**src/rtl/eic_pkg.sv**
```systemverilog
package eic_pkg;
    typedef enum logic {
        CH_IDLE = 1'b0,
        CH_PEND = 1'b1
    } ch_state_t;

    localparam int unsigned REG_TRIG  = 0;
    localparam int unsigned REG_PEND  = 1;
    localparam int unsigned REG_MASK  = 2;
    localparam int unsigned REG_PRIO0 = 3;
endpackage

```
**src/rtl/eic_spi_src.sv**
```systemverilog
module eic_spi_src (
    input  logic clk,
    input  logic rst_n,
    input  logic done_flag,
    input  logic fault_flag,
    input  logic enable,
    output logic req
);
    logic req_q;

    always_ff @(posedge clk) begin
        if (!rst_n) req_q <= 1'b0;
        else        req_q <= enable & (done_flag | fault_flag);
    end

    assign req = req_q;

    // a disabled source keeps its request low
    assert_disabled_quiet_R8: assert property (
        @(posedge clk) disable iff (!rst_n) !enable |=> !req);
endmodule

```
**src/rtl/eic_channel.sv**
```systemverilog
module eic_channel
    import eic_pkg::*;
#(
    parameter int unsigned SYNC_STAGES = 2
) (
    input  logic clk,
    input  logic rst_n,
    input  logic pin_in,
    input  logic rise_sel,
    input  logic clr_req,
    output logic pend_o
);
    logic [SYNC_STAGES-1:0] sync_q;
    logic                   prev_q;
    logic                   cur;
    logic                   edge_hit;
    ch_state_t              state_q, state_d;

    always_ff @(posedge clk) begin
        if (!rst_n) begin
            sync_q <= '0;
            prev_q <= 1'b0;
        end else begin
            sync_q <= {sync_q[SYNC_STAGES-2:0], pin_in};
            prev_q <= sync_q[SYNC_STAGES-1];
        end
    end

    assign cur      = sync_q[SYNC_STAGES-1];
    assign edge_hit = rise_sel ? (cur & ~prev_q) : (~cur & prev_q);

    // state register
    always_ff @(posedge clk) begin
        if (!rst_n) state_q <= CH_IDLE;
        else        state_q <= state_d;
    end

    // next state
    always_comb begin
        state_d = state_q;
        unique case (state_q)
            CH_IDLE: if (edge_hit) state_d = CH_PEND;
            CH_PEND: begin
                if (edge_hit)     state_d = CH_PEND;
                else if (clr_req) state_d = CH_IDLE;
            end
            default: state_d = CH_IDLE;
        endcase
    end

    // outputs
    always_comb begin
        pend_o = (state_q == CH_PEND);
    end

    assert_edge_sets_pending_R2: assert property (
        @(posedge clk) disable iff (!rst_n) edge_hit |=> pend_o);

    assert_idle_holds_R2: assert property (
        @(posedge clk) disable iff (!rst_n) (!edge_hit && !pend_o) |=> !pend_o);

    assert_clear_empties_R4: assert property (
        @(posedge clk) disable iff (!rst_n) (clr_req && !edge_hit) |=> !pend_o);

    assert_edge_beats_clear_R5: assert property (
        @(posedge clk) disable iff (!rst_n) (clr_req && edge_hit) |=> pend_o);
endmodule

```
**src/rtl/eic_arbiter.sv**
```systemverilog
module eic_arbiter #(
    parameter int unsigned NCH = 8,
    parameter int unsigned PW  = 3,
    localparam int unsigned IW = $clog2(NCH)
) (
    input  logic            clk,
    input  logic            rst_n,
    input  logic [NCH-1:0]  active,
    input  logic [NCH*PW-1:0] levels,
    output logic            req,
    output logic [IW-1:0]   idx,
    output logic [PW-1:0]   lvl
);
    logic          found;
    logic [IW-1:0] best_i;
    logic [PW-1:0] best_l;

    // linear scan; strict compare keeps the lowest index on a tie
    always_comb begin
        found  = 1'b0;
        best_i = '0;
        best_l = '0;
        for (int i = 0; i < NCH; i++) begin
            if (active[i] && (!found || levels[i*PW +: PW] > best_l)) begin
                found  = 1'b1;
                best_i = IW'(i);
                best_l = levels[i*PW +: PW];
            end
        end
    end

    assign req = found;
    assign idx = best_i;
    assign lvl = best_l;

    assert_req_is_active_R6: assert property (
        @(posedge clk) disable iff (!rst_n) req |-> active[idx]);

    always @(posedge clk) begin
        if (rst_n && req) begin
            for (int j = 0; j < NCH; j++) begin
                if (active[j]) begin
                    assert_winner_highest_R7: assert (levels[j*PW +: PW] <= lvl);
                    if (levels[j*PW +: PW] == lvl) begin
                        assert_tie_lowest_R7: assert (IW'(j) >= idx);
                    end
                end
            end
        end
    end
endmodule

```
**src/rtl/eic_bank.sv**
```systemverilog
module eic_bank
    import eic_pkg::*;
#(
    parameter int unsigned NCH         = 8,
    parameter int unsigned PW          = 3,
    parameter int unsigned DW          = 8,
    parameter int unsigned SPI_CH      = 4,
    parameter int unsigned SYNC_STAGES = 2,
    localparam int unsigned IW       = $clog2(NCH),
    localparam int unsigned NPRIO    = NCH / 2,
    localparam int unsigned REG_CTRL = REG_PRIO0 + NPRIO,
    localparam int unsigned AW       = $clog2(REG_CTRL + 1)
) (
    input  logic           clk,
    input  logic           rst_n,
    input  logic [NCH-1:0] ext_irq,
    input  logic           spi_done,
    input  logic           spi_fault,
    input  logic           reg_wr,
    input  logic [AW-1:0]  reg_addr,
    input  logic [DW-1:0]  reg_wdata,
    output logic [DW-1:0]  reg_rdata,
    output logic           irq_req,
    output logic [IW-1:0]  irq_chan,
    output logic [PW-1:0]  irq_level
);
    localparam logic [AW-1:0] A_TRIG = AW'(REG_TRIG);
    localparam logic [AW-1:0] A_PEND = AW'(REG_PEND);
    localparam logic [AW-1:0] A_MASK = AW'(REG_MASK);
    localparam logic [AW-1:0] A_CTRL = AW'(REG_CTRL);

    logic [NCH-1:0]    trig_q;
    logic [NCH-1:0]    mask_q;
    logic [NCH*PW-1:0] prio_q;
    logic              spi_en_q;
    logic              spi_sel_q;
    logic [NCH-1:0]    clr_vec;
    logic [NCH-1:0]    pend_vec;
    logic [NCH-1:0]    chan_in;
    logic              spi_req;

    // configuration registers
    always_ff @(posedge clk) begin
        if (!rst_n) begin
            trig_q    <= '0;
            mask_q    <= '0;
            prio_q    <= '0;
            spi_en_q  <= 1'b0;
            spi_sel_q <= 1'b0;
        end else if (reg_wr) begin
            if (reg_addr == A_TRIG) trig_q <= reg_wdata[NCH-1:0];
            if (reg_addr == A_MASK) mask_q <= reg_wdata[NCH-1:0];
            if (reg_addr == A_CTRL) begin
                spi_en_q  <= reg_wdata[0];
                spi_sel_q <= reg_wdata[1];
            end
            for (int p = 0; p < NPRIO; p++) begin
                if (reg_addr == AW'(REG_PRIO0 + p)) begin
                    prio_q[(2*p)*PW +: PW]   <= reg_wdata[PW-1:0];
                    prio_q[(2*p+1)*PW +: PW] <= reg_wdata[4 +: PW];
                end
            end
        end
    end

    assign clr_vec = (reg_wr && reg_addr == A_PEND) ? reg_wdata[NCH-1:0] : '0;

    // read mux
    always_comb begin
        reg_rdata = '0;
        if (reg_addr == A_TRIG)      reg_rdata[NCH-1:0] = trig_q;
        else if (reg_addr == A_PEND) reg_rdata[NCH-1:0] = pend_vec;
        else if (reg_addr == A_MASK) reg_rdata[NCH-1:0] = mask_q;
        else if (reg_addr == A_CTRL) reg_rdata[1:0]     = {spi_sel_q, spi_en_q};
        for (int p = 0; p < NPRIO; p++) begin
            if (reg_addr == AW'(REG_PRIO0 + p)) begin
                reg_rdata[PW-1:0] = prio_q[(2*p)*PW +: PW];
                reg_rdata[4 +: PW] = prio_q[(2*p+1)*PW +: PW];
            end
        end
    end

    eic_spi_src u_spi (
        .clk        (clk),
        .rst_n      (rst_n),
        .done_flag  (spi_done),
        .fault_flag (spi_fault),
        .enable     (spi_en_q),
        .req        (spi_req)
    );

    for (genvar g = 0; g < NCH; g++) begin : g_chan
        if (g == SPI_CH) begin : g_mux
            assign chan_in[g] = spi_sel_q ? spi_req : ext_irq[g];
        end else begin : g_pin
            assign chan_in[g] = ext_irq[g];
        end

        eic_channel #(.SYNC_STAGES(SYNC_STAGES)) u_ch (
            .clk      (clk),
            .rst_n    (rst_n),
            .pin_in   (chan_in[g]),
            .rise_sel (trig_q[g]),
            .clr_req  (clr_vec[g]),
            .pend_o   (pend_vec[g])
        );
    end

    eic_arbiter #(.NCH(NCH), .PW(PW)) u_arb (
        .clk    (clk),
        .rst_n  (rst_n),
        .active (pend_vec & mask_q),
        .levels (prio_q),
        .req    (irq_req),
        .idx    (irq_chan),
        .lvl    (irq_level)
    );
endmodule

```
**config.mk**
```make
export PLATFORM = sky130hd
export DESIGN_NAME = eic_bank
export DESIGN_NICKNAME = d
export VERILOG_FILES = /design/src/rtl/eic_pkg.sv /design/src/rtl/eic_spi_src.sv /design/src/rtl/eic_channel.sv /design/src/rtl/eic_arbiter.sv /design/src/rtl/eic_bank.sv
export SDC_FILE = /design/constraint.sdc
export NUM_CORES = 1
export LEC_CHECK = 0
export BUFFER_PORTS_ARGS = -buffer_cell sky130_fd_sc_hd__buf_2
export CAP_MARGIN = 20
export CORE_MARGIN = 3
export CORE_UTILIZATION = 40
export DETAILED_ROUTE_END_ITERATION = 12
export PLACE_DENSITY = 0.66
export SLEW_MARGIN = 20
export SYNTH_ARGS = -nofsm -noshare
export SYNTH_HDL_FRONTEND = slang
export SYNTH_SLANG_ARGS = --single-unit
```
**constraint.sdc**
```tcl
create_clock -name clk -period 19.17 [get_ports clk]
set_input_delay 0.9585 -clock clk [delete_from_list [all_inputs] [get_ports clk]]
set_output_delay 0.9585 -clock clk [all_outputs]
set_load 0.1 [all_outputs]
```
## Word level (Yosys, flattened, before mapping)

Index checks and enable logic that the tools add are counted.

| word-level totals | value |
|---|---|
| register bits | 75 |
| input port bits | 24 |
| output and inout port bits | 15 |
| word-level logic and storage cells | 198 |

| cells by class | value |
|---|---|
| $lt $le $gt $ge | 7 |
| equality and inequality tests | 7 |
| muxes and demuxes | 78 |
| bitwise operators | 43 |
| reductions and logical operators | 30 |

Operators by type and width:

| cell | number |
|---|---|
| $mux 3 | 20 |
| $mux 1 | 42 |
| $mux 8 | 3 |
| $not 1->1 | 24 |
| $gt 3x3->1 | 7 |
| $and 1x1->1 | 17 |
| $pmux 1 s2 | 8 |
| $reduce_and 2->1 | 7 |
| $eq 3x3->1 const B | 4 |
| $and 8x8->8 | 1 |
| $logic_and 1x1->1 | 8 |
| $mux 2 | 4 |
| $logic_not 1->1 | 7 |
| $logic_or 1x1->1 | 7 |
| $eq 3x2->1 const B | 2 |
| $mux 6 | 1 |
| $eq 3x1->1 const B | 1 |
| $logic_not 3->1 | 1 |
| $or 1x1->1 | 1 |

## Longest topological paths before layout

Gate-level depths: netlist of run 1.

| logic depth | value |
|---|---|
| depth after elaboration | 30 |
| depth in mapped cells | 49 |
| mapped depth without buffers | 46 |

## Hierarchy

From an unflattened synthesis of run 1, not the netlist that was laid out.

| unflattened totals | value |
|---|---|
| cells, all modules | 489 |
| area total of the unflattened synthesis | 4440.5 um^2 |

By module, submodules not included:

| module | times used | cells an instance | area an instance (um^2) |
|---|---|---|---|
| eic_bank | 1 | 245 | 2268.4 |
| eic_arbiter | 1 | 154 | 1101.1 |
| eic_channel | 8 | 11 | 130.1 |
| eic_spi_src | 1 | 2 | 30.0 |

## Least setup slack after synthesis of run 1

No wires, ideal clock.

| path | value |
|---|---|
| path kind | register -> output |
| start | reg mask_q[0] |
| end | out irq_level[1] |
| data arrival time | 10.593 ns |
| setup slack | 7.618 ns |
| cell stages (with the launch flop) | 49 |
| cell sequence | dfxtp_1 and2_1 buf_4 nand2_1 ha_1 and3b_1 o21ai_0 a21oi_1 or2_2 ha_1 and3_1 a211oi_1 or2_1 buf_2 a221oi_2 o21bai_1 ha_1 nand3b_1 [... 13 more ...] or2_1 buf_2 nor3_1 nor2_1 o21ai_1 ha_1 a21oi_1 o21ai_0 a32o_2 a2111o_1 o2bb2ai_1 ha_1 nor2b_1 o21a_1 o21ai_0 nand2_1 nand3_1 mux2i_1 |

| between the ends | value |
|---|---|
| longest elaborated chain between the ends | 30 |
| elaborated cells between the ends (all ways) | 44 |

RTL lines:

| item | line | source |
|---|---|---|
| from (decl) | eic_bank.sv:33 | `logic [NCH-1:0] mask_q;` |
| from (signal assigned) | eic_bank.sv:52 | `if (reg_addr == A_MASK) mask_q <= reg_wdata[NCH-1:0];` |
| $and 8x8->8 (*) | eic_bank.sv:112 | `.active (pend_vec & mask_q),` |
| $mux 3 / $mux 1 (equally long branches) | eic_arbiter.sv:24 | `if (active[i] && (!found \|\| levels[i*PW +: PW] > best_l)) begin` |
| $gt 3x3->1 / $logic_not 1->1 (equally long branches) | eic_arbiter.sv:24 |  |
| $logic_or 1x1->1 | eic_arbiter.sv:24 |  |
| $logic_and 1x1->1 | eic_arbiter.sv:24 |  |
| $mux 3 / $mux 1 (equally long branches) | eic_arbiter.sv:24 |  |
| $gt 3x3->1 / $logic_not 1->1 (equally long branches) | eic_arbiter.sv:24 |  |
| $logic_or 1x1->1 | eic_arbiter.sv:24 |  |
| [... 14 more ...] | -- |  |
| $gt 3x3->1 / $logic_not 1->1 (equally long branches) | eic_arbiter.sv:24 |  |
| $logic_or 1x1->1 | eic_arbiter.sv:24 |  |
| $logic_and 1x1->1 | eic_arbiter.sv:24 |  |
| $mux 3 / $mux 1 (equally long branches) | eic_arbiter.sv:24 |  |
| $gt 3x3->1 / $logic_not 1->1 (equally long branches) | eic_arbiter.sv:24 |  |
| $logic_or 1x1->1 | eic_arbiter.sv:24 |  |
| $logic_and 1x1->1 | eic_arbiter.sv:24 |  |
| $mux 3 (*) | eic_arbiter.sv:24 |  |
| to (decl) | eic_bank.sv:25 | `output logic [PW-1:0] irq_level` |

Every way passes the cells marked *; elsewhere a longest branch is shown, timed or not.

## Final worst setup path of run 1

| path | value |
|---|---|
| start | reg g_chan[0].u_ch.state_q |
| end | out irq_level[1] |

| between the ends | value |
|---|---|
| longest elaborated chain between the ends | 30 |
| elaborated cells between the ends (all ways) | 44 |

RTL lines:

| item | line | source |
|---|---|---|
| from (decl) | eic_channel.sv:17 | `ch_state_t state_q, state_d;` |
| from (signal assigned) | eic_channel.sv:35 | `else state_q <= state_d;` |
| $and 8x8->8 (*) | eic_bank.sv:112 |  |
| $mux 3 / $mux 1 (equally long branches) | eic_arbiter.sv:24 |  |
| $gt 3x3->1 / $logic_not 1->1 (equally long branches) | eic_arbiter.sv:24 |  |
| $logic_or 1x1->1 | eic_arbiter.sv:24 |  |
| $logic_and 1x1->1 | eic_arbiter.sv:24 |  |
| $mux 3 / $mux 1 (equally long branches) | eic_arbiter.sv:24 |  |
| $gt 3x3->1 / $logic_not 1->1 (equally long branches) | eic_arbiter.sv:24 |  |
| $logic_or 1x1->1 | eic_arbiter.sv:24 |  |
| [... 14 more ...] | -- |  |
| $gt 3x3->1 / $logic_not 1->1 (equally long branches) | eic_arbiter.sv:24 |  |
| $logic_or 1x1->1 | eic_arbiter.sv:24 |  |
| $logic_and 1x1->1 | eic_arbiter.sv:24 |  |
| $mux 3 / $mux 1 (equally long branches) | eic_arbiter.sv:24 |  |
| $gt 3x3->1 / $logic_not 1->1 (equally long branches) | eic_arbiter.sv:24 |  |
| $logic_or 1x1->1 | eic_arbiter.sv:24 |  |
| $logic_and 1x1->1 | eic_arbiter.sv:24 |  |
| $mux 3 (*) | eic_arbiter.sv:24 |  |

Marks and branches as above.

==> results of run 1 <==
==> cell usage after synthesis, types with 4 or more instances <==
cell type / instances / area, sq um
sky130_fd_sc_hd__dfxtp_1: 75 / 1500
sky130_fd_sc_hd__nand2_1: 60 / 225
sky130_fd_sc_hd__mux2i_1: 36 / 360
sky130_fd_sc_hd__nor2b_1: 32 / 200
sky130_fd_sc_hd__a21boi_0: 27 / 203
sky130_fd_sc_hd__and2_1: 27 / 169
sky130_fd_sc_hd__ha_1: 21 / 263
sky130_fd_sc_hd__clkbuf_1: 15 / 56.3
sky130_fd_sc_hd__a21oi_1: 14 / 70.1
sky130_fd_sc_hd__o21ai_0: 12 / 60.1
sky130_fd_sc_hd__inv_1: 11 / 41.3
sky130_fd_sc_hd__nor2_1: 11 / 41.3
sky130_fd_sc_hd__and3b_1: 9 / 78.8
sky130_fd_sc_hd__mux4_2: 8 / 180
sky130_fd_sc_hd__nor3b_1: 8 / 60.1
sky130_fd_sc_hd__o31a_1: 8 / 70.1
sky130_fd_sc_hd__mux2_2: 6 / 67.6
sky130_fd_sc_hd__nand3_1: 6 / 30.0
sky130_fd_sc_hd__a21o_1: 5 / 37.5
sky130_fd_sc_hd__and3_1: 4 / 25.0
sky130_fd_sc_hd__buf_2: 4 / 20.0
sky130_fd_sc_hd__nand3b_1: 4 / 30.0
sky130_fd_sc_hd__nor3_1: 4 / 20.0
sky130_fd_sc_hd__o21a_1: 4 / 30.0
==> metal layers <==
layer  GRT usage, %  part of all wire (%)
met5              0                     0
met4           7.12                   1.4
met3           2.70                   3.1
met2           31.6                    49
met1           24.2                    47
==> kinds of logic (layout without fill, tap and decap cells) <==
family,after synthesis,in the layout,synth area share [%]
compound gates,102,102,18.6
fa+ha+maj,21,21,6.10
buf+inv,34,65,3.34
flops,75,75,34.9
mux,51,51,14.5
simple gates,177,177,22.6
==> worst max-delay path by stage <==
stage / start / slack (ns) / cells after the start / to
after floorplan: mask_q[0] / 7.62 / 48 / irq_level[1]
after global placement: g_chan[0].u_ch.pend_o / 7.72 / 46 / irq_level[1]
after detailed placement: g_chan[0].u_ch.pend_o / 7.33 / 46 / irq_level[1]
after CTS: g_chan[0].u_ch.pend_o / 6.91 / 46 / irq_level[1]
after global routing: mask_q[0] / 5.77 / 46 / irq_level[1]
final: g_chan[0].u_ch.pend_o / 6.80 / 46 / irq_level[1]
==> state kept, by name, indices dropped and copies added, names as in the netlist <==
signal / flops
mask_q: 8
trig_q: 8
g_chan.u_ch.pend_o: 8
spi_sel_q: 1
g_chan.u_ch.sync_q: 16
spi_en_q: 1
u_spi.req: 1
g_chan.u_ch.prev_q: 8
prio_q: 24
==> metrics by stage <==
stage / area [sq um] / setup slack, ns
CTS: 4760 / 6.91
detailed placement: 4560 / 7.33
floorplan: 4310 / 7.62
global route: 4760 / 5.77
global placement: 4560 / 7.72
finish: 4760 / 6.80
==> layout by cell type (no fill, tap or decap), types with 3 or more instances in the layout <==
| cell type | count |
|---|---|
| sky130_fd_sc_hd__mux2i_1 | 36 |
| sky130_fd_sc_hd__nand2_1 | 60 |
| sky130_fd_sc_hd__o31a_1 | 8 |
| sky130_fd_sc_hd__a21o_1 | 5 |
| sky130_fd_sc_hd__mux4_2 | 8 |
| sky130_fd_sc_hd__nand3b_1 | 4 |
| sky130_fd_sc_hd__nand3_1 | 6 |
| sky130_fd_sc_hd__clkbuf_8 | 10 |
| sky130_fd_sc_hd__o21bai_1 | 3 |
| sky130_fd_sc_hd__a21oi_1 | 14 |
| sky130_fd_sc_hd__buf_2 | 38 |
| sky130_fd_sc_hd__o21a_1 | 4 |
| sky130_fd_sc_hd__o21ai_0 | 12 |
| sky130_fd_sc_hd__mux2_2 | 6 |
| sky130_fd_sc_hd__nor2_1 | 11 |
| sky130_fd_sc_hd__a22oi_1 | 3 |
| sky130_fd_sc_hd__and2_1 | 27 |
| sky130_fd_sc_hd__nor3_1 | 4 |
| sky130_fd_sc_hd__ha_1 | 21 |
| sky130_fd_sc_hd__inv_1 | 11 |
| sky130_fd_sc_hd__and3_1 | 4 |
| sky130_fd_sc_hd__and3b_1 | 9 |
| sky130_fd_sc_hd__nor3b_1 | 8 |
| sky130_fd_sc_hd__nor2b_1 | 32 |
| sky130_fd_sc_hd__a21boi_0 | 27 |
| sky130_fd_sc_hd__dfxtp_1 | 75 |
==> area by class of cell <==
class | count | area share, %
clock buffers | 10 | 2.89
clock inverters | 6 | 1.34
inverters | 11 | 0.867
multi-input cells | 351 | 55.8
flip-flops and latches | 75 | 31.5
well taps | 136 | 3.57
repair buffers | 38 | 3.99
==> power by group through the flow <==
stage / Sequential [mW] / Combinational (mW) / Clock, mW
2_1_floorplan: 0.166 / 0.0225 / 0
3_3_place_gp: 0.168 / 0.0292 / 0
3_5_place_dp: 0.168 / 0.0299 / 0
4_1_cts: 0.164 / 0.0300 / 0.127
5_1_grt: 0.165 / 0.0327 / 0.133
6_report: 0.164 / 0.0298 / 0.124
==> results_tabular.tex, run 1 <==
\begin{tabular}{lr}
\hline
Metric & Value \\
\hline
\multicolumn{2}{l}{\textbf{Cells and area}} \\
Post-layout instance count excluding filler cells & 627 \\
Multi-input combinational cell area & between 2000 and 3000 sq um \\
Layout fillers & around 1000 \\
Area of all sequential standard cells & $\sim$1500 sq um \\
Antenna diode instance count & 0 \\
Share of cells above drive strength 1 & 16.7\% \\
Finished Core Util & 45.7\% \\
Final Net Count & around 530 \\
Growth of design area from synthesis to finish & 10.7\% \\
\multicolumn{2}{l}{\textbf{Drt}} \\
Number of detailed-route iterations in the first pass & 4 \\
DRT antenna net count & 0 \\
Vias & 3470 \\
Via/cell ratio & 5.53 \\
Detailed router's first-iteration violation count & 125 \\
Routed length per placed instance & 17.2 microns \\
Final routed wirelength across all metal layers & roughly 11 mm \\
Remaining design rule violation count & 0 \\
\multicolumn{2}{l}{\textbf{Synth}} \\
Sequential share of the synthesized area & a little over a third \\
Post-synthesis instance area & 4310 sq um \\
Net count after synthesis & between 500 and 600 \\
\#FFs+latches synth & 75 \\
Most used DFF post-synth & sky130\_fd\_sc\_hd\_\_dfxtp\_1 \\
Number of synthesized flops with an enable pin & 0 \\
Warning count from the yosys run & 0 \\
Number of library cell types mapped by synthesis & 62 \\
Syn avg cell area & about 9.4 sq um \\
Post-synthesis async set-or-reset flop share & 0\% \\
Post-Synthesis Cells & 460 \\
\multicolumn{2}{l}{\textbf{GRT}} \\
Via count of the first global-routing pass & 3478 \\
Pin count of the biggest net entering global routing & between 70 and 80 \\
Grt total ovfl & 0 \\
Wire length of the first global-routing pass & $\sim$18 mm \\
Total routing usage reported by global routing & 18.7\% \\
Number of antenna violations at the first check in global routing & 0 \\
\multicolumn{2}{l}{\textbf{Timing}} \\
Worst slew margin relative to its limit & between 20 and 30\% \\
Minimum clock period after layout & 12.37 ns \\
Final setup viols & 0 \\
Hold slack & 0.431 ns \\
Final cycle utilization of the critical path & 64.5\% \\
Max Slew Vio Count & 0 \\
Sum of negative setup slack & 0 ns \\
Setup repair after global routing missed its margin & false \\
Maximum clock rate & 0.0808 GHz \\
Clk\_skew & 0.00359 ns \\
Worst Tran Pin Value & 1.08 ns \\
Count of final hold-check violations & 0 \\
\multicolumn{2}{l}{\textbf{Critical path}} \\
Reg2reg setup slack & 18.20 ns \\
Worst R2R Start & g\_chan[7].u\_ch.pend\_o \\
Worst-path fanout max & 9 \\
Max incr delay on CP & slightly below 0.6 ns \\
Most used cell, CP & sky130\_fd\_sc\_hd\_\_ha\_1 \\
Family of cells with the greatest summed delay on the critical path & compound AO/OA/AOI/OAI gates \\
Launching element type of the critical path & flop \\
Required arrival time at the worst endpoint & 18.21 ns \\
Critical path capture point type & output port \\
Critical path buffers and inverters & 2 \\
Endpoint arrival time on the critical path & 11.41 ns \\
Worst Reg-to-Reg Cells & 2 \\
CP max stage cell & sky130\_fd\_sc\_hd\_\_a21oi\_1 \\
Destination of the worst register-to-register timing path & g\_chan[7].u\_ch.pend\_o \\
Worst Path Class, Setup & flop to output port \\
\multicolumn{2}{l}{\textbf{Pwr}} \\
Leak & 2.03 nW \\
Part of the power in combinational logic & 9.4\% \\
Share of total power consumed by net switching & 25.8\% \\
Worst IR Drop VDD & 51.9 uV \\
Final total power & 0.318 mW \\
Net switching power & about 0.082 mW \\
Cell Int Power & 0.236 mW \\
Clk pwr share & between 30\% and 40\% \\
Sequential share of power & between 50\% and 60\% \\
Power Dens Cells & 66.8 nW/um\^{}2 \\
\multicolumn{2}{l}{\textbf{Floorplan}} \\
Die X & 110 microns \\
Effective utilization at floorplan & between 40\% and 50\% \\
Full die area & $\sim$12000 sq um \\
\# IOs & 39 \\
Placeable core area & 10400 sq um \\
Chip height & around 110 microns \\
Site row count & 37 \\
\multicolumn{2}{l}{\textbf{Place}} \\
Detailed-placement wirelength estimate & 8.13 mm \\
Cell count after placement & approximately 610 \\
I/O Buffers & 38 \\
Weighted congestion reported at the end of routability-driven placement & 0.899 \\
\multicolumn{2}{l}{\textbf{Hold path}} \\
WHS Path Cells & 1 \\
Start point of the worst min-delay path & g\_chan[5].u\_ch.sync\_q[0] \\
Worst hold path endpoint & g\_chan[5].u\_ch.sync\_q[1] \\
Type of the most critical hold path & flop to flop \\
\multicolumn{2}{l}{\textbf{Run}} \\
Number of maximum-capacitance violations & 0 \\
\multicolumn{2}{l}{\textbf{CTS}} \\
Clock slew at reported path FFs & 0.08 ns \\
Clock tree from TritonCTS & done \\
Maximum number of buffers from clock root to sink & 2 \\
Clock latency reported for the late side of the worst-skew pair & 0.35 ns \\
Clock buffers created by TritonCTS & 9 \\
Count of cells resized by post-cts repair & 0 \\
Total clock sinks & 75 \\
Setup Buffers After CTS & 0 \\
Post-CTS Hold Buffers & 0 \\
Clk Tree Root Cell & sky130\_fd\_sc\_hd\_\_clkbuf\_8 \\
CTS H-Tree Depth & 3 \\
\multicolumn{2}{l}{\textbf{Outcome}} \\
Outcome & finished clean \\
\hline
\end{tabular}
Power figures use the tool's default switching activity.
==> inputs of run 2 (changes only) <==
==> constraint.sdc (replaced) <==
create_clock -name clk -period 12.7 [get_ports clk]
set_input_delay 0.635 -clock clk [delete_from_list [all_inputs] [get_ports clk]]
set_output_delay 0.635 -clock clk [all_outputs]
set_load 0.1 [all_outputs]
==> results_tabular.tex, run 2 (synthesis results as in run 1) <==
\begin{tabular}{lr}
\hline
Metric & Value \\
\hline
\multicolumn{2}{l}{\textbf{Cells and area}} \\
Reg with most FFs & prio\_q \\
Growth of design area from synthesis to finish & 11.0\% \\
Layout fillers & 1019 (+1.6\%) \\
Antenna diode instance count & 0 (unchanged) \\
Leading cell types in the layout, fill and taps excluded & sky130\_fd\_sc\_hd\_\_dfxtp\_1, sky130\_fd\_sc\_hd\_\_nand2\_1, sky130\_fd\_sc\_hd\_\_mux2i\_1, sky130\_fd\_sc\_hd\_\_buf\_2, sky130\_fd\_sc\_hd\_\_nor2b\_1 \\
Share of cells above drive strength 1 & 17.1\% (+0.41 points) \\
Final Net Count & 531 (unchanged) \\
Largest registers & prio\_q x24, g\_chan.u\_ch.sync\_q x16 \\
Multi-input combinational cell area & 2670 sq um (+0.33\%) \\
Area of all sequential standard cells & 1500 sq um (unchanged) \\
Flip-flop count of the largest register after layout & 24 (unchanged) \\
Most common library cell in the layout ignoring fill and taps & sky130\_fd\_sc\_hd\_\_dfxtp\_1 \\
\multicolumn{2}{l}{\textbf{Drt}} \\
Vias & 3426 (-1.3\%) \\
Final routed wirelength across all metal layers & 10.6 mm (-1.1\%) \\
Remaining design rule violation count & 0 (unchanged) \\
Detailed router's first-iteration violation count & 213 (+70\%) \\
DRT antenna net count & 0 (unchanged) \\
Routed length per placed instance & 17.0 microns (-1.1\%) \\
Number of detailed-route iterations in the first pass & 5 (+1) \\
Via/cell ratio & 5.46 (-1.3\%) \\
\multicolumn{2}{l}{\textbf{CTS}} \\
Clock slew at reported path FFs & 0.08 ns (about the same) \\
Total clock sinks & 75 (unchanged) \\
Maximum number of buffers from clock root to sink & 2 (unchanged) \\
Clk Tree Root Cell & sky130\_fd\_sc\_hd\_\_clkbuf\_8 \\
CTS H-Tree Depth & 3 (unchanged) \\
Clock tree from TritonCTS & done \\
Clock latency reported for the late side of the worst-skew pair & 0.35 ns (about the same) \\
Setup Buffers After CTS & 0 (unchanged) \\
Clock buffers created by TritonCTS & 9 (unchanged) \\
\multicolumn{2}{l}{\textbf{Timing}} \\
Sum of negative setup slack & 0 ns (unchanged) \\
Maximum clock rate & 0.0858 GHz \\
Max Slew Vio Count & 0 (unchanged) \\
Final cycle utilization of the critical path & between 90\% and 100\% \\
Minimum clock period after layout & 11.65 ns \\
Clk\_skew & 0.00457 ns (+0.000979 ns) \\
Count of final hold-check violations & 0 (unchanged) \\
Setup repair after global routing missed its margin & false \\
Final setup viols & 0 (unchanged) \\
Worst slew margin relative to its limit & 29.3\% (+1.5 points) \\
Worst Tran Pin Value & 1.05 ns (-0.0228 ns) \\
\multicolumn{2}{l}{\textbf{Floorplan}} \\
Full die area & 12000 sq um (unchanged) \\
Effective utilization at floorplan & 41.3\% (unchanged) \\
Chip height & 110 microns (unchanged) \\
Site row count & 37 (unchanged) \\
Placeable core area & 10400 sq um (unchanged) \\
\# IOs & 39 (unchanged) \\
Die X & 110 microns (unchanged) \\
\multicolumn{2}{l}{\textbf{Place}} \\
I/O Buffers & 38 (unchanged) \\
Weighted congestion reported at the end of routability-driven placement & 0.899 (about the same) \\
Detailed-placement wirelength estimate & 8.12 mm (-0.20\%) \\
\multicolumn{2}{l}{\textbf{GRT}} \\
Pin count of the biggest net entering global routing & 76 (unchanged) \\
Total routing usage reported by global routing & 18.7\% (-0.089 points) \\
Number of antenna violations at the first check in global routing & 0 (unchanged) \\
Grt total ovfl & 0 (unchanged) \\
Wire length of the first global-routing pass & 17.3 mm (-1.1\%) \\
Via count of the first global-routing pass & 3398 (-2.3\%) \\
\multicolumn{2}{l}{\textbf{Critical path}} \\
Worst-path fanout max & 9 (unchanged) \\
Worst Reg-to-Reg Cells & 2 (unchanged) \\
Reg2reg setup slack & 11.73 ns (-6.47 ns) \\
Worst R2R Start & g\_chan[7].u\_ch.pend\_o \\
Endpoint arrival time on the critical path & 11.02 ns (-0.39 ns) \\
Max incr delay on CP & 0.41 ns (-0.17 ns) \\
Destination of the worst register-to-register timing path & g\_chan[7].u\_ch.pend\_o \\
Worst Path Class, Setup & flop to output port \\
Required arrival time at the worst endpoint & 12.06 ns (-6.15 ns) \\
CP max stage cell & sky130\_fd\_sc\_hd\_\_buf\_2 \\
Launching element type of the critical path & flop \\
Most used cell, CP & sky130\_fd\_sc\_hd\_\_ha\_1 \\
Critical path capture point type & output port \\
\multicolumn{2}{l}{\textbf{Pwr}} \\
Clk pwr share & 38.9\% (about the same) \\
Part of the power in combinational logic & 9.4\% (about the same) \\
Sequential share of power & 51.7\% (about the same) \\
Share of total power consumed by net switching & 25.7\% (-0.14 points) \\
Leak & 2.03 nW (about the same) \\
Worst IR Drop VDD & 99.6 uV (+92\%) \\
Final total power & 0.479 mW (+51\%) \\
Power Dens Cells & 100 nW/um\^{}2 (+50\%) \\
Net switching power & 0.123 mW (+50\%) \\
Cell Int Power & 0.356 mW (+51\%) \\
\multicolumn{2}{l}{\textbf{Outcome}} \\
Outcome & finished clean \\
\multicolumn{2}{l}{\textbf{Run}} \\
Number of maximum-capacitance violations & 0 (unchanged) \\
\multicolumn{2}{l}{\textbf{Hold path}} \\
WHS Path Cells & 1 (unchanged) \\
Worst hold path endpoint & g\_chan[5].u\_ch.sync\_q[1] \\
Type of the most critical hold path & flop to flop \\
Start point of the worst min-delay path & g\_chan[5].u\_ch.sync\_q[0] \\
\hline
\end{tabular}
[run 2: cell type report]
type	instances	share of cell area, %
repair buffers	38	4.08
clock buffers	10	2.88
multi-input cells	351	55.9
flip-flops and latches	75	31.4
clock inverters	6	1.34
inverters	11	0.864
well taps	136	3.56
[run 2: how the worst max path moves through the flow]
stage / endpoint / cells past startpoint / slack [ns] / from
3_5_place_dp: irq_level[1] / 46 / 1.16 / g_chan[0].u_ch.pend_o
3_3_place_gp: irq_level[1] / 46 / 1.57 / g_chan[0].u_ch.pend_o
5_1_grt: irq_level[0] / 47 / 0.14 / g_chan[0].u_ch.pend_o
4_1_cts: irq_level[1] / 46 / 0.75 / g_chan[0].u_ch.pend_o
2_1_floorplan: irq_level[1] / 48 / 1.47 / mask_q[0]
6_report: irq_level[0] / 46 / 1.05 / g_chan[0].u_ch.pend_o
[run 2: per-stage QoR]
stage	hold WS (ns)	cells	util (%)	setup WS [ns]	instance area (sq um)
2_1_floorplan	0.406	460	-	1.47	4310
3_3_place_gp	0.416	611	43.8	1.57	4560
3_5_place_dp	0.417	611	43.8	1.16	4560
4_1_cts	0.437	627	45.7	0.746	4760
5_1_grt	0.442	627	45.9	0.141	4780
6_report	0.430	627	45.9	1.05	4780
[run 2: per-layer routing]
layer / vias up / wire, microns / GRT usage, %
li1: 1702 / - / -
met1: 1640 / 4950 / 24.9
met2: 68 / 5110 / 30.8
met3: 16 / 392 / 3.11
met4: 0 / 186 / 5.88
met5: - / 0 / 0
[run 2: repair_timing]
item                       4_1_cts  5_1_grt
hold buffers                     0        0
gates resized for setup          0        5
setup endpoints to repair        0        6
[run 2: critical path: cells and delay by family (launching register included)]
kind,cells,cell delay [ns]
muxes,2,0.48
adders and majority gates,7,2.10
AOI/OAI and AO/OA,22,4.53
and+or+nand+nor,13,2.66
DFF,1,0.40
buffers and inverters,2,0.49
[run 2: power by group through the flow]
stage | clock network (mW) | registers, mW | logic [mW]
2_1_floorplan | 0 | 0.251 | 0.0339
3_3_place_gp | 0 | 0.253 | 0.0441
3_5_place_dp | 0 | 0.253 | 0.0451
4_1_cts | 0.192 | 0.248 | 0.0452
5_1_grt | 0.202 | 0.249 | 0.0495
6_report | 0.186 | 0.248 | 0.0451
